$ cat src/rtl/cke_power_pkg.sv
package cke_power_pkg;
  typedef enum logic [2:0] {
    PS_IDLE = 3'd0,
    PS_ACT  = 3'd1,
    PS_PPD  = 3'd2,
    PS_APD  = 3'd3,
    PS_SREF = 3'd4,
    PS_SRX  = 3'd5
  } pstate_e;

  localparam logic [2:0] CMD_NOP   = 3'd0;
  localparam logic [2:0] CMD_DESEL = 3'd1;
  localparam logic [2:0] CMD_AREF  = 3'd2;
  localparam logic [2:0] CMD_READ  = 3'd3;

  function automatic logic is_quiet(input logic [2:0] c);
    return (c == CMD_NOP) || (c == CMD_DESEL);
  endfunction
endpackage

$ cat src/rtl/cke_history.sv
module cke_history (
  input  logic clk,
  input  logic rst_n,
  input  logic cke,
  output logic cke_q
);
  // Level of clock-enable at the previous edge; high out of reset.
  always_ff @(posedge clk or negedge rst_n) begin
    if (!rst_n) cke_q <= 1'b1;
    else        cke_q <= cke;
  end
endmodule

$ cat src/rtl/xsr_timer.sv
module xsr_timer #(
  parameter int XSR_CYCLES = 200,
  localparam int CNT_W = $clog2(XSR_CYCLES + 1)
) (
  input  logic clk,
  input  logic rst_n,
  input  logic load,
  output logic last
);
  logic [CNT_W-1:0] cnt;

  always_ff @(posedge clk or negedge rst_n) begin
    if (!rst_n)          cnt <= '0;
    else if (load)       cnt <= CNT_W'(XSR_CYCLES);
    else if (cnt != '0)  cnt <= cnt - 1'b1;
  end

  assign last = (cnt == CNT_W'(1));

  // the recovery count drops by one per edge while running.
  p_count_down_r9: assert property (@(posedge clk) disable iff (!rst_n)
    (cnt != '0 && !load) |=> (cnt == $past(cnt) - 1'b1));
endmodule

$ cat src/rtl/pwr_next.sv
module pwr_next
  import cke_power_pkg::*;
(
  input  pstate_e    cur,
  input  logic       cke_q,
  input  logic       cke,
  input  logic [2:0] cmd,
  input  logic       bank_open,
  input  logic       tmr_last,
  output pstate_e    nxt,
  output logic       bad,
  output logic       tmr_load
);
  logic quiet;
  assign quiet = is_quiet(cmd);

  always_comb begin
    nxt      = cur;
    bad      = 1'b0;
    tmr_load = 1'b0;
    unique case (cur)
      PS_IDLE, PS_ACT: begin
        if (!cke_q)                      bad = 1'b1;
        else if (cke)                    nxt = bank_open ? PS_ACT : PS_IDLE;
        else if (quiet)                  nxt = bank_open ? PS_APD : PS_PPD;
        else if (cmd == CMD_AREF && !bank_open) nxt = PS_SREF;
        else                             bad = 1'b1;
      end
      PS_PPD, PS_APD, PS_SREF: begin
        if (cke_q)                       bad = 1'b1;
        else if (!cke)                   nxt = cur;
        else if (!quiet)                 bad = 1'b1;
        else if (cur == PS_PPD)          nxt = PS_IDLE;
        else if (cur == PS_APD)          nxt = PS_ACT;
        else begin
          nxt      = PS_SRX;
          tmr_load = 1'b1;
        end
      end
      PS_SRX: begin
        bad = !(cke && quiet);
        if (tmr_last) nxt = PS_IDLE;
      end
      default: begin
        nxt = PS_IDLE;
        bad = 1'b1;
      end
    endcase
  end
endmodule

$ cat src/rtl/cke_power_fsm.sv
module cke_power_fsm
  import cke_power_pkg::*;
#(
  parameter int XSR_CYCLES = 200
) (
  input  logic       clk,
  input  logic       rst_n,
  input  logic       cke,
  input  logic [2:0] cmd,
  input  logic       bank_open,
  output logic [2:0] pwr_state,
  output logic       illegal,
  output logic       read_ok
);
  pstate_e state, nxt;
  logic    cke_q, bad, tmr_load, tmr_last;

  cke_history u_hist (.clk(clk), .rst_n(rst_n), .cke(cke), .cke_q(cke_q));

  xsr_timer #(.XSR_CYCLES(XSR_CYCLES)) u_tmr (
    .clk(clk), .rst_n(rst_n), .load(tmr_load), .last(tmr_last));

  pwr_next u_next (
    .cur(state), .cke_q(cke_q), .cke(cke), .cmd(cmd), .bank_open(bank_open),
    .tmr_last(tmr_last), .nxt(nxt), .bad(bad), .tmr_load(tmr_load));

  always_ff @(posedge clk or negedge rst_n) begin
    if (!rst_n) begin
      state   <= PS_IDLE;
      illegal <= 1'b0;
    end else begin
      state   <= nxt;
      illegal <= bad;
    end
  end

  assign pwr_state = state;
  assign read_ok   = (state == PS_IDLE) || (state == PS_ACT);

  // low clock-enable at both edges holds every low-power state.
  p_lowpower_hold_r6: assert property (@(posedge clk) disable iff (!rst_n)
    ((state == PS_PPD || state == PS_APD || state == PS_SREF) && !cke_q && !cke)
      |=> (pwr_state == $past(pwr_state) && !illegal));

  // quiet command on falling clock-enable with no open bank.
  p_ppd_entry_r3: assert property (@(posedge clk) disable iff (!rst_n)
    ((state == PS_IDLE || state == PS_ACT) && cke_q && !cke && is_quiet(cmd) && !bank_open)
      |=> (pwr_state == 3'd2));

  // auto refresh on falling clock-enable enters self refresh.
  p_sref_entry_r4: assert property (@(posedge clk) disable iff (!rst_n)
    ((state == PS_IDLE || state == PS_ACT) && cke_q && !cke && cmd == CMD_AREF && !bank_open)
      |=> (pwr_state == 3'd4));

  // anything but a quiet command with clock-enable high during recovery.
  p_srx_misuse_r10: assert property (@(posedge clk) disable iff (!rst_n)
    (state == PS_SRX && !(cke && is_quiet(cmd))) |=> illegal);
endmodule

$ cat config.mk
export PLATFORM = sky130hd
export DESIGN_NAME = cke_power_fsm
export DESIGN_NICKNAME = d
export VERILOG_FILES = /design/src/rtl/cke_power_pkg.sv /design/src/rtl/cke_history.sv /design/src/rtl/xsr_timer.sv /design/src/rtl/pwr_next.sv /design/src/rtl/cke_power_fsm.sv
export SDC_FILE = /design/constraint.sdc
export NUM_CORES = 1
export LEC_CHECK = 0
export ABC_AREA = 1
export CAP_MARGIN = 20
export CORE_UTILIZATION = 25
export CTS_CLUSTER_SIZE = 12
export DETAILED_ROUTE_END_ITERATION = 10
export SLEW_MARGIN = 10
export SYNTH_ARGS = -nofsm -noshare
export SYNTH_HDL_FRONTEND = slang
export SYNTH_HIERARCHICAL = 1
export SYNTH_SLANG_ARGS = --single-unit
$ cat constraint.sdc
create_clock -name clk -period 1.2 [get_ports clk]
set_input_delay 0.24 -clock clk [delete_from_list [all_inputs] [get_ports clk]]
set_output_delay 0.24 -clock clk [all_outputs]
set_load 0.1 [all_outputs]
==> impl_metrics.xml, run 1 <==
<?xml version="1.0" encoding="UTF-8"?>
<metrics>
  <group name="timing">
    <metric name="final.period_utilization" unit="%">118.4</metric>
    <metric name="final_slew_violations" unit="">0</metric>
    <metric name="fmaxAchievable" unit="GHz">0.7036</metric>
    <metric name="fin_worst_hold_slack" unit="ns">0.2622</metric>
    <metric name="slew-limit-headroom" unit="%">88.27</metric>
    <metric name="finalHoldViolCount" unit="">0</metric>
    <metric name="fin_skew" unit="ns">0.004765</metric>
    <metric name="timing.final.crit_period" unit="ns">1.421</metric>
    <metric name="final_worst_slack" unit="ns">-0.2212</metric>
    <metric name="final-setup-viol-count" unit="">15</metric>
    <metric name="unrepaired_setup_endpoints_after_global_routing" unit="">yes</metric>
    <metric name="max_slew.worst_pin.slew" unit="ns">0.1759</metric>
  </group>
  <group name="route">
    <metric name="routedWlPerCell" unit="µm">9.805</metric>
    <metric name="initialDrtViolationCount" unit="">22</metric>
    <metric name="routed_via_density" unit="">4.490</metric>
    <metric name="ant_nets" unit="">0</metric>
    <metric name="routed_wirelength" unit="µm">2059</metric>
    <metric name="drt_first_pass_iters" unit="">4</metric>
    <metric name="drc" unit="">0</metric>
    <metric name="detailroute.via_count" unit="">943</metric>
  </group>
  <group name="logic_synthesis">
    <metric name="synth_area" unit="µm²">888.4</metric>
    <metric name="number_of_storage_elements_in_the_synthesis_netlist" unit="">13</metric>
    <metric name="synth_most_common_cell" unit="">sky130_fd_sc_hd__nand2_1</metric>
    <metric name="yosysSeqAreaShare" unit="%">36.76</metric>
    <metric name="synthDistinctLibCells" unit="">20</metric>
    <metric name="yosys-top-cells-count" unit="">sky130_fd_sc_hd__nand2_1, sky130_fd_sc_hd__inv_1, sky130_fd_sc_hd__nor2_1, sky130_fd_sc_hd__dfrtp_1, sky130_fd_sc_hd__nand3_1</metric>
    <metric name="syn-num-nets" unit="">135</metric>
    <metric name="ys_warn_count" unit="">6</metric>
    <metric name="synthFlopType" unit="">sky130_fd_sc_hd__dfrtp_1</metric>
    <metric name="area_share_of_the_largest_cell_type_after_synthesis" unit="%">33.80</metric>
    <metric name="synth.avg_cell_area" unit="µm²">7.107</metric>
    <metric name="postSynthCellCount" unit="">125</metric>
    <metric name="synthArstFlopShare" unit="%">100.0</metric>
    <metric name="synth_enable_flop_cells" unit="">0</metric>
    <metric name="yosysTopAreaCell" unit="">sky130_fd_sc_hd__dfrtp_1</metric>
    <metric name="netlist_top_cells_area" unit="">sky130_fd_sc_hd__dfrtp_1, sky130_fd_sc_hd__nand2_1, sky130_fd_sc_hd__inv_1</metric>
  </group>
  <group name="placed_design">
    <metric name="routabilityCongestion" unit="">0.8849</metric>
    <metric name="dp.final_hpwl" unit="µm">1570</metric>
    <metric name="place_worst_setup_slack" unit="ns">-0.2774</metric>
    <metric name="placed_area" unit="µm²">1270</metric>
    <metric name="port_buffers" unit="">11</metric>
  </group>
  <group name="floorplan">
    <metric name="design.die.area" unit="µm²">3796</metric>
    <metric name="floorplan.die.width" unit="µm">61.61</metric>
    <metric name="y_dimension_of_the_die" unit="µm">61.61</metric>
    <metric name="num_io_pins" unit="">12</metric>
    <metric name="core_area" unit="µm²">3363</metric>
    <metric name="placementRows" unit="">21</metric>
    <metric name="initial_utilization" unit="%">26.41</metric>
  </group>
  <group name="worst_setup_path">
    <metric name="worstSetupStartpointType" unit="">flop</metric>
    <metric name="crit_path_max_fanout" unit="">3</metric>
    <metric name="regToRegStartpoint" unit="">pwr_state[1]</metric>
    <metric name="setup.worst_path.end_class" unit="">output port</metric>
    <metric name="depth_of_the_worst_register_to_register_path" unit="">8</metric>
    <metric name="crit_path_required_time" unit="ns">0.96</metric>
    <metric name="critical_path_arrival" unit="ns">1.18</metric>
    <metric name="worst_r2r_endpoint" unit="">u_tmr/cnt[6]</metric>
    <metric name="setup_slack_reg_to_reg" unit="ns">-0.14</metric>
    <metric name="crit_type" unit="">flop to output port</metric>
  </group>
  <group name="min_path">
    <metric name="worst_hold_path_type" unit="">primary input to async pin</metric>
  </group>
  <group name="final_layout">
    <metric name="post_route_cells_drive_above_1_share" unit="%">42.07</metric>
    <metric name="final_util" unit="%">41.89</metric>
    <metric name="antenna_cells_inserted" unit="">0</metric>
    <metric name="syn_to_final_growth" unit="%">58.59</metric>
    <metric name="multi_input_area" unit="µm²">526.8</metric>
    <metric name="fillers" unit="">362</metric>
    <metric name="seq_area" unit="µm²">337.8</metric>
    <metric name="fin_nets" unit="">175</metric>
    <metric name="finalInstanceArea" unit="µm²">1409</metric>
  </group>
  <group name="global_route">
    <metric name="tot_gr_track_use" unit="%">11.90</metric>
    <metric name="initial_antenna_violation_count" unit="">0</metric>
    <metric name="first_global_vias" unit="">805</metric>
    <metric name="globalRouteOverflowTotal" unit="">0</metric>
    <metric name="global_route_wire_length_before_repair" unit="µm">3298</metric>
    <metric name="grt_max_degree" unit="">14</metric>
  </group>
  <group name="clock_network">
    <metric name="cts.root.buffer_cell" unit="">sky130_fd_sc_hd__clkbuf_4</metric>
    <metric name="numCtsBuffers" unit="">3</metric>
    <metric name="clk_path_buf_depth" unit="">2</metric>
    <metric name="clk-insertion-delay-late" unit="ns">0.28</metric>
    <metric name="clock_sink_count" unit="">13</metric>
    <metric name="clock_tree.htree_level_count" unit="">1</metric>
    <metric name="cts_tree" unit="">done</metric>
    <metric name="cts.reportedPaths.clkPinSlew" unit="ns">0.08</metric>
  </group>
  <group name="power">
    <metric name="max-vdd-ir-drop" unit="mV">0.8599</metric>
    <metric name="leak" unit="nW">0.6776</metric>
    <metric name="power.density_cell_area" unit="nW/µm²">2007</metric>
  </group>
  <group name="outcome">
    <metric name="failing_checks" unit="">negative setup slack</metric>
    <metric name="outcome" unit="">finished with violations</metric>
  </group>
  <group name="run">
    <metric name="maxCapViolations" unit="">0</metric>
  </group>
</metrics>
==> per-stage QoR <==
step / TNS [ns] / instances / power (mW)
floorplan: -0.8826 / 125 / 1.788
global placement: -2.383 / 199 / 2.404
detailed placement: -2.567 / 199 / 2.416
CTS: -1.496 / 207 / 2.755
global route: -2.565 / 210 / 3.030
finish: -1.625 / 210 / 2.828
==> worst max path at each step <==
stage	startpoint	to	slack, ns	cells after the start
after detailed placement	cmd[1]	u_tmr/cnt[1]	-0.28	8
after CTS	pwr_state[1]	read_ok	-0.24	3
after global placement	cmd[1]	u_tmr/cnt[0]	-0.24	7
after floorplan	pwr_state[2]	read_ok	-0.21	1
after global routing	pwr_state[1]	read_ok	-0.25	3
final	pwr_state[1]	read_ok	-0.22	3
==> what timing repair did <==
| action | 4_1_cts | 5_1_grt |
|---|---|---|
| setup endpoints to repair | 12 | 15 |
| resized for setup | 4 | 14 |
| pin swaps | 0 | 7 |
| hold buffers | 0 | 0 |
| setup buffers | 4 | 3 |
==> cell usage in the layout, fill, tap and decap left out <==
| cell | instances |
|---|---|
| sky130_fd_sc_hd__a31oi_1 | 1 |
| sky130_fd_sc_hd__inv_1 | 14 |
| sky130_fd_sc_hd__dfstp_2 | 1 |
| sky130_fd_sc_hd__a21oi_1 | 3 |
| sky130_fd_sc_hd__o21ai_1 | 2 |
| sky130_fd_sc_hd__nand3_4 | 1 |
| sky130_fd_sc_hd__o21ai_0 | 4 |
| sky130_fd_sc_hd__clkdlybuf4s50_1 | 6 |
| sky130_fd_sc_hd__dfrtp_1 | 9 |
| sky130_fd_sc_hd__nand2_4 | 1 |
| sky130_fd_sc_hd__nor2_4 | 7 |
| sky130_fd_sc_hd__o21ai_2 | 2 |
| sky130_fd_sc_hd__nor2_2 | 4 |
| sky130_fd_sc_hd__buf_12 | 6 |
| sky130_fd_sc_hd__dfrtp_4 | 3 |
| sky130_fd_sc_hd__buf_4 | 18 |
| sky130_fd_sc_hd__inv_2 | 8 |
| sky130_fd_sc_hd__nand4_1 | 5 |
| sky130_fd_sc_hd__nand3_1 | 7 |
| sky130_fd_sc_hd__ha_1 | 3 |
| sky130_fd_sc_hd__nor2_1 | 14 |
| sky130_fd_sc_hd__nand3_2 | 4 |
| sky130_fd_sc_hd__nand2_2 | 5 |
| sky130_fd_sc_hd__inv_4 | 1 |
| sky130_fd_sc_hd__nand2_1 | 26 |
| sky130_fd_sc_hd__buf_6 | 5 |
| sky130_fd_sc_hd__clkbuf_4 | 3 |
| sky130_fd_sc_hd__clkbuf_1 | 1 |
==> worst max-delay path: stages (launching register included) <==
cell and delay (ns):
sky130_fd_sc_hd__dfrtp_4 0.50, sky130_fd_sc_hd__buf_12 0.14, sky130_fd_sc_hd__nor2_4 0.09, sky130_fd_sc_hd__buf_12 0.18
==> layer usage <==
metal | track usage [%] | share of wire, % | wire length, µm
met4 | 3.810 | 0.92 | 19
met1 | 13.81 | 44 | 906
met2 | 20.89 | 51 | 1043
met3 | 3.571 | 4.4 | 90
met5 | 0 | 0 | 0
==> report_power, final <==
part           switching, mW  internal (mW)
combinational           1.03          0.754
clock                  0.145          0.129
sequential             0.140          0.626
total                   1.32           1.51
==> kinds of logic after synthesis <==
| logic type | after synthesis | share of synthesized area (%) |
|---|---|---|
| AO/OA/AOI/OAI | 12 | 7.324 |
| adder cells (fa/ha/maj) | 3 | 4.226 |
| buffers and inverters | 23 | 9.718 |
| flip-flops | 13 | 36.76 |
| AND/OR/NAND/NOR | 74 | 41.97 |
==> state kept, by name, summed over array words and instances, names as in the netlist <==
signal / flops
illegal: 1
pwr_state: 3
u_hist/cke_q: 1
u_tmr/cnt: 8
==> area by class of cell <==
class	count	share of cell area, %
sequential	13	23.98
timing repair buffer	35	26.38
inverter	23	6.306
multi-input combinational	89	37.39
tap	46	4.085
clock buffer	4	1.865
Note: power is estimated with default switching activity, not from simulation.
==> run 2, diff against run 1 <==
--- a/config.mk
+++ b/config.mk
@@ -7,6 +7,7 @@
 export LEC_CHECK = 0
 export ABC_AREA = 1
 export CAP_MARGIN = 20
+export CORE_MARGIN = 1
 export CORE_UTILIZATION = 25
 export CTS_CLUSTER_SIZE = 12
 export DETAILED_ROUTE_END_ITERATION = 10
==> results of run 2 <==
No change in the layout: final DEF, timing and power equal those of run 1.
==> run 3, diff against run 2 <==
--- a/config.mk
+++ b/config.mk
@@ -7,10 +7,13 @@
 export LEC_CHECK = 0
 export ABC_AREA = 1
 export CAP_MARGIN = 20
+export CELL_PAD_IN_SITES_DETAIL_PLACEMENT = 1
+export CELL_PAD_IN_SITES_GLOBAL_PLACEMENT = 2
 export CORE_MARGIN = 1
 export CORE_UTILIZATION = 25
 export CTS_CLUSTER_SIZE = 12
 export DETAILED_ROUTE_END_ITERATION = 10
+export PLACE_DENSITY_LB_ADDON = 0.1
 export SLEW_MARGIN = 10
 export SYNTH_ARGS = -nofsm -noshare
 export SYNTH_HDL_FRONTEND = slang
==> impl_metrics.xml, run 3 (same netlist as run 1, synthesis figures left out) <==
<?xml version="1.0" encoding="UTF-8"?>
<metrics>
  <group name="worst_setup_path">
    <metric name="worstSetupStartpoint" unit="">pwr_state[2]</metric>
    <metric name="regToRegStartpoint" unit="">pwr_state[1]</metric>
    <metric name="depth_of_the_worst_register_to_register_path" unit="">8</metric>
    <metric name="setup.worst_path.end_class" unit="">output port</metric>
    <metric name="critical_path_arrival" unit="ns">1.10</metric>
    <metric name="crit_path_required_time" unit="ns">0.96</metric>
    <metric name="worstSetupStartpointType" unit="">flop</metric>
    <metric name="crit_type" unit="">flop to output port</metric>
    <metric name="crit_path_max_fanout" unit="">3</metric>
  </group>
  <group name="final_layout">
    <metric name="largest_reg_flops" unit="">8</metric>
    <metric name="fin_nets" unit="">181</metric>
    <metric name="largest-register" unit="">u_tmr/cnt</metric>
    <metric name="syn_to_final_growth" unit="%">70.28</metric>
    <metric name="antenna_cells_inserted" unit="">0</metric>
    <metric name="post_route_cells_drive_above_1_share" unit="%">50.59</metric>
    <metric name="layout.cells.most_common_list" unit="">sky130_fd_sc_hd__nand2_1, sky130_fd_sc_hd__buf_4, sky130_fd_sc_hd__inv_1, sky130_fd_sc_hd__nor2_1</metric>
    <metric name="final_util" unit="%">44.98</metric>
    <metric name="fillers" unit="">452</metric>
    <metric name="final_common_cell" unit="">sky130_fd_sc_hd__nand2_1</metric>
  </group>
  <group name="global_route">
    <metric name="tot_gr_track_use" unit="%">15.45</metric>
    <metric name="grt_max_degree" unit="">14</metric>
    <metric name="globalRouteOverflowTotal" unit="">0</metric>
    <metric name="global_route_wire_length_before_repair" unit="µm">4209</metric>
    <metric name="first_global_vias" unit="">969</metric>
    <metric name="initial_antenna_violation_count" unit="">0</metric>
  </group>
  <group name="outcome">
    <metric name="failing_checks" unit="">negative setup slack</metric>
    <metric name="outcome" unit="">finished with violations</metric>
  </group>
  <group name="clock_network">
    <metric name="cts_tree" unit="">done</metric>
    <metric name="cts.reportedPaths.clkPinSlew" unit="ns">0.09</metric>
    <metric name="cts.root.buffer_cell" unit="">sky130_fd_sc_hd__clkbuf_4</metric>
    <metric name="clock_tree.htree_level_count" unit="">1</metric>
    <metric name="clock_sink_count" unit="">13</metric>
    <metric name="numCtsBuffers" unit="">3</metric>
    <metric name="clk_path_buf_depth" unit="">2</metric>
    <metric name="cts_hold_buf" unit="">0</metric>
    <metric name="clk-insertion-delay-late" unit="ns">0.28</metric>
  </group>
  <group name="power">
    <metric name="max-vdd-ir-drop" unit="mV">0.9580</metric>
    <metric name="leak" unit="nW">0.7094</metric>
    <metric name="power.density_cell_area" unit="nW/µm²">2097</metric>
    <metric name="design_power_total" unit="mW">3.172</metric>
  </group>
  <group name="timing">
    <metric name="fin_worst_hold_slack" unit="ns">0.2656</metric>
    <metric name="max_slew.worst_pin.slew" unit="ns">0.1913</metric>
    <metric name="timing.final.crit_period" unit="ns">1.344</metric>
    <metric name="unrepaired_setup_endpoints_after_global_routing" unit="">yes</metric>
    <metric name="final_slew_violations" unit="">0</metric>
    <metric name="slew-limit-headroom" unit="%">87.25</metric>
    <metric name="final.period_utilization" unit="%">112.0</metric>
    <metric name="finalHoldViolCount" unit="">0</metric>
    <metric name="final_worst_slack" unit="ns">-0.1443</metric>
    <metric name="fmaxAchievable" unit="GHz">0.7439</metric>
    <metric name="fin_skew" unit="ns">0.009253</metric>
    <metric name="final-setup-viol-count" unit="">15</metric>
  </group>
  <group name="floorplan">
    <metric name="y_dimension_of_the_die" unit="µm">61.61</metric>
    <metric name="num_io_pins" unit="">12</metric>
    <metric name="placementRows" unit="">21</metric>
    <metric name="floorplan.die.width" unit="µm">61.61</metric>
    <metric name="core_area" unit="µm²">3363</metric>
    <metric name="initial_utilization" unit="%">26.41</metric>
    <metric name="design.die.area" unit="µm²">3796</metric>
  </group>
  <group name="route">
    <metric name="ant_nets" unit="">0</metric>
    <metric name="routed_via_density" unit="">4.468</metric>
    <metric name="initialDrtViolationCount" unit="">20</metric>
    <metric name="detailroute.via_count" unit="">965</metric>
    <metric name="routedWlPerCell" unit="µm">11.88</metric>
    <metric name="drc" unit="">0</metric>
    <metric name="routed_wirelength" unit="µm">2566</metric>
    <metric name="drt_first_pass_iters" unit="">2</metric>
  </group>
  <group name="placed_design">
    <metric name="dp.final_hpwl" unit="µm">2027</metric>
    <metric name="routabilityCongestion" unit="">0.7956</metric>
    <metric name="port_buffers" unit="">11</metric>
  </group>
  <group name="run">
    <metric name="maxCapViolations" unit="">0</metric>
  </group>
  <group name="min_path">
    <metric name="worst_hold_path_type" unit="">primary input to async pin</metric>
  </group>
</metrics>
==> run 3: cell count changes in the layout (fill, tap and decap cells not counted), moves of 3 or more <==
cell	previous run	this run
sky130_fd_sc_hd__buf_4	18	23
sky130_fd_sc_hd__nor2_1	14	10
sky130_fd_sc_hd__ha_1	3	0
sky130_fd_sc_hd__ha_4	0	3
==> run 3: final cells by class <==
| type | instances | area (µm²) | share of cell area (%) |
|---|---|---|---|
| multi-input cells | 89 | 586.8 | 38.79 |
| repair buffers | 41 | 411.6 | 27.21 |
| flip-flops and latches | 13 | 337.8 | 22.33 |
| inverters | 23 | 91.34 | 6.038 |
| well taps | 46 | 57.56 | 3.805 |
| clock buffers | 3 | 22.52 | 1.489 |
| clock inverters | 1 | 5.005 | 0.3309 |
==> run 3: path summary, 6_finish.rpt <==
path	end	slack [ns]
min in group clk	u_hist/cke_q	0.58
setup / recovery	read_ok	-0.14
setup reg to reg	u_tmr/cnt[4]	-0.11
hold reg to reg	u_tmr/cnt[6]	0.62
max in group asynchronous	u_hist/cke_q	0.68
hold / removal	u_tmr/cnt[2]	0.27
==> run 3: stage by stage <==
step | cells | setup TNS [ns] | worst slack [ns] | area (µm²)
finish | 216 | -1.226 | -0.1443 | 1513
global placement | 206 | -2.534 | -0.2509 | 1310
CTS | 215 | -1.599 | -0.1596 | 1399
floorplan | 125 | -0.8826 | -0.2131 | 912.1
global route | 216 | -2.212 | -0.1876 | 1513
detailed placement | 206 | -2.748 | -0.2799 | 1310
==> run 3: where the power goes <==
| group | internal, mW | total [mW] | switching, mW |
|---|---|---|---|
| logic | 0.926 | 2.11 | 1.19 |
| registers | 0.626 | 0.778 | 0.152 |
| clock network | 0.123 | 0.281 | 0.158 |
==> run 3: critical path, stage by stage, from the launching register on <==
cell and delay [ns]:
sky130_fd_sc_hd__dfrtp_4 0.52, sky130_fd_sc_hd__nor2_4 0.13, sky130_fd_sc_hd__buf_12 0.18
==> run 3: timing repair <==
item                       CTS  global route
setup buffers                5             1
resized for setup            8            30
setup endpoints to repair   14            15
pin swaps                    1            16
==> run 3: layer usage <==
layer | track usage, % | up-vias | wire length, µm
met4 | 4.762 | 0 | 9
met5 | 0 | - | 0
met3 | 2.101 | 2 | 55
li1 | - | 481 | -
met1 | 16.92 | 471 | 1003
met2 | 30.26 | 11 | 1497
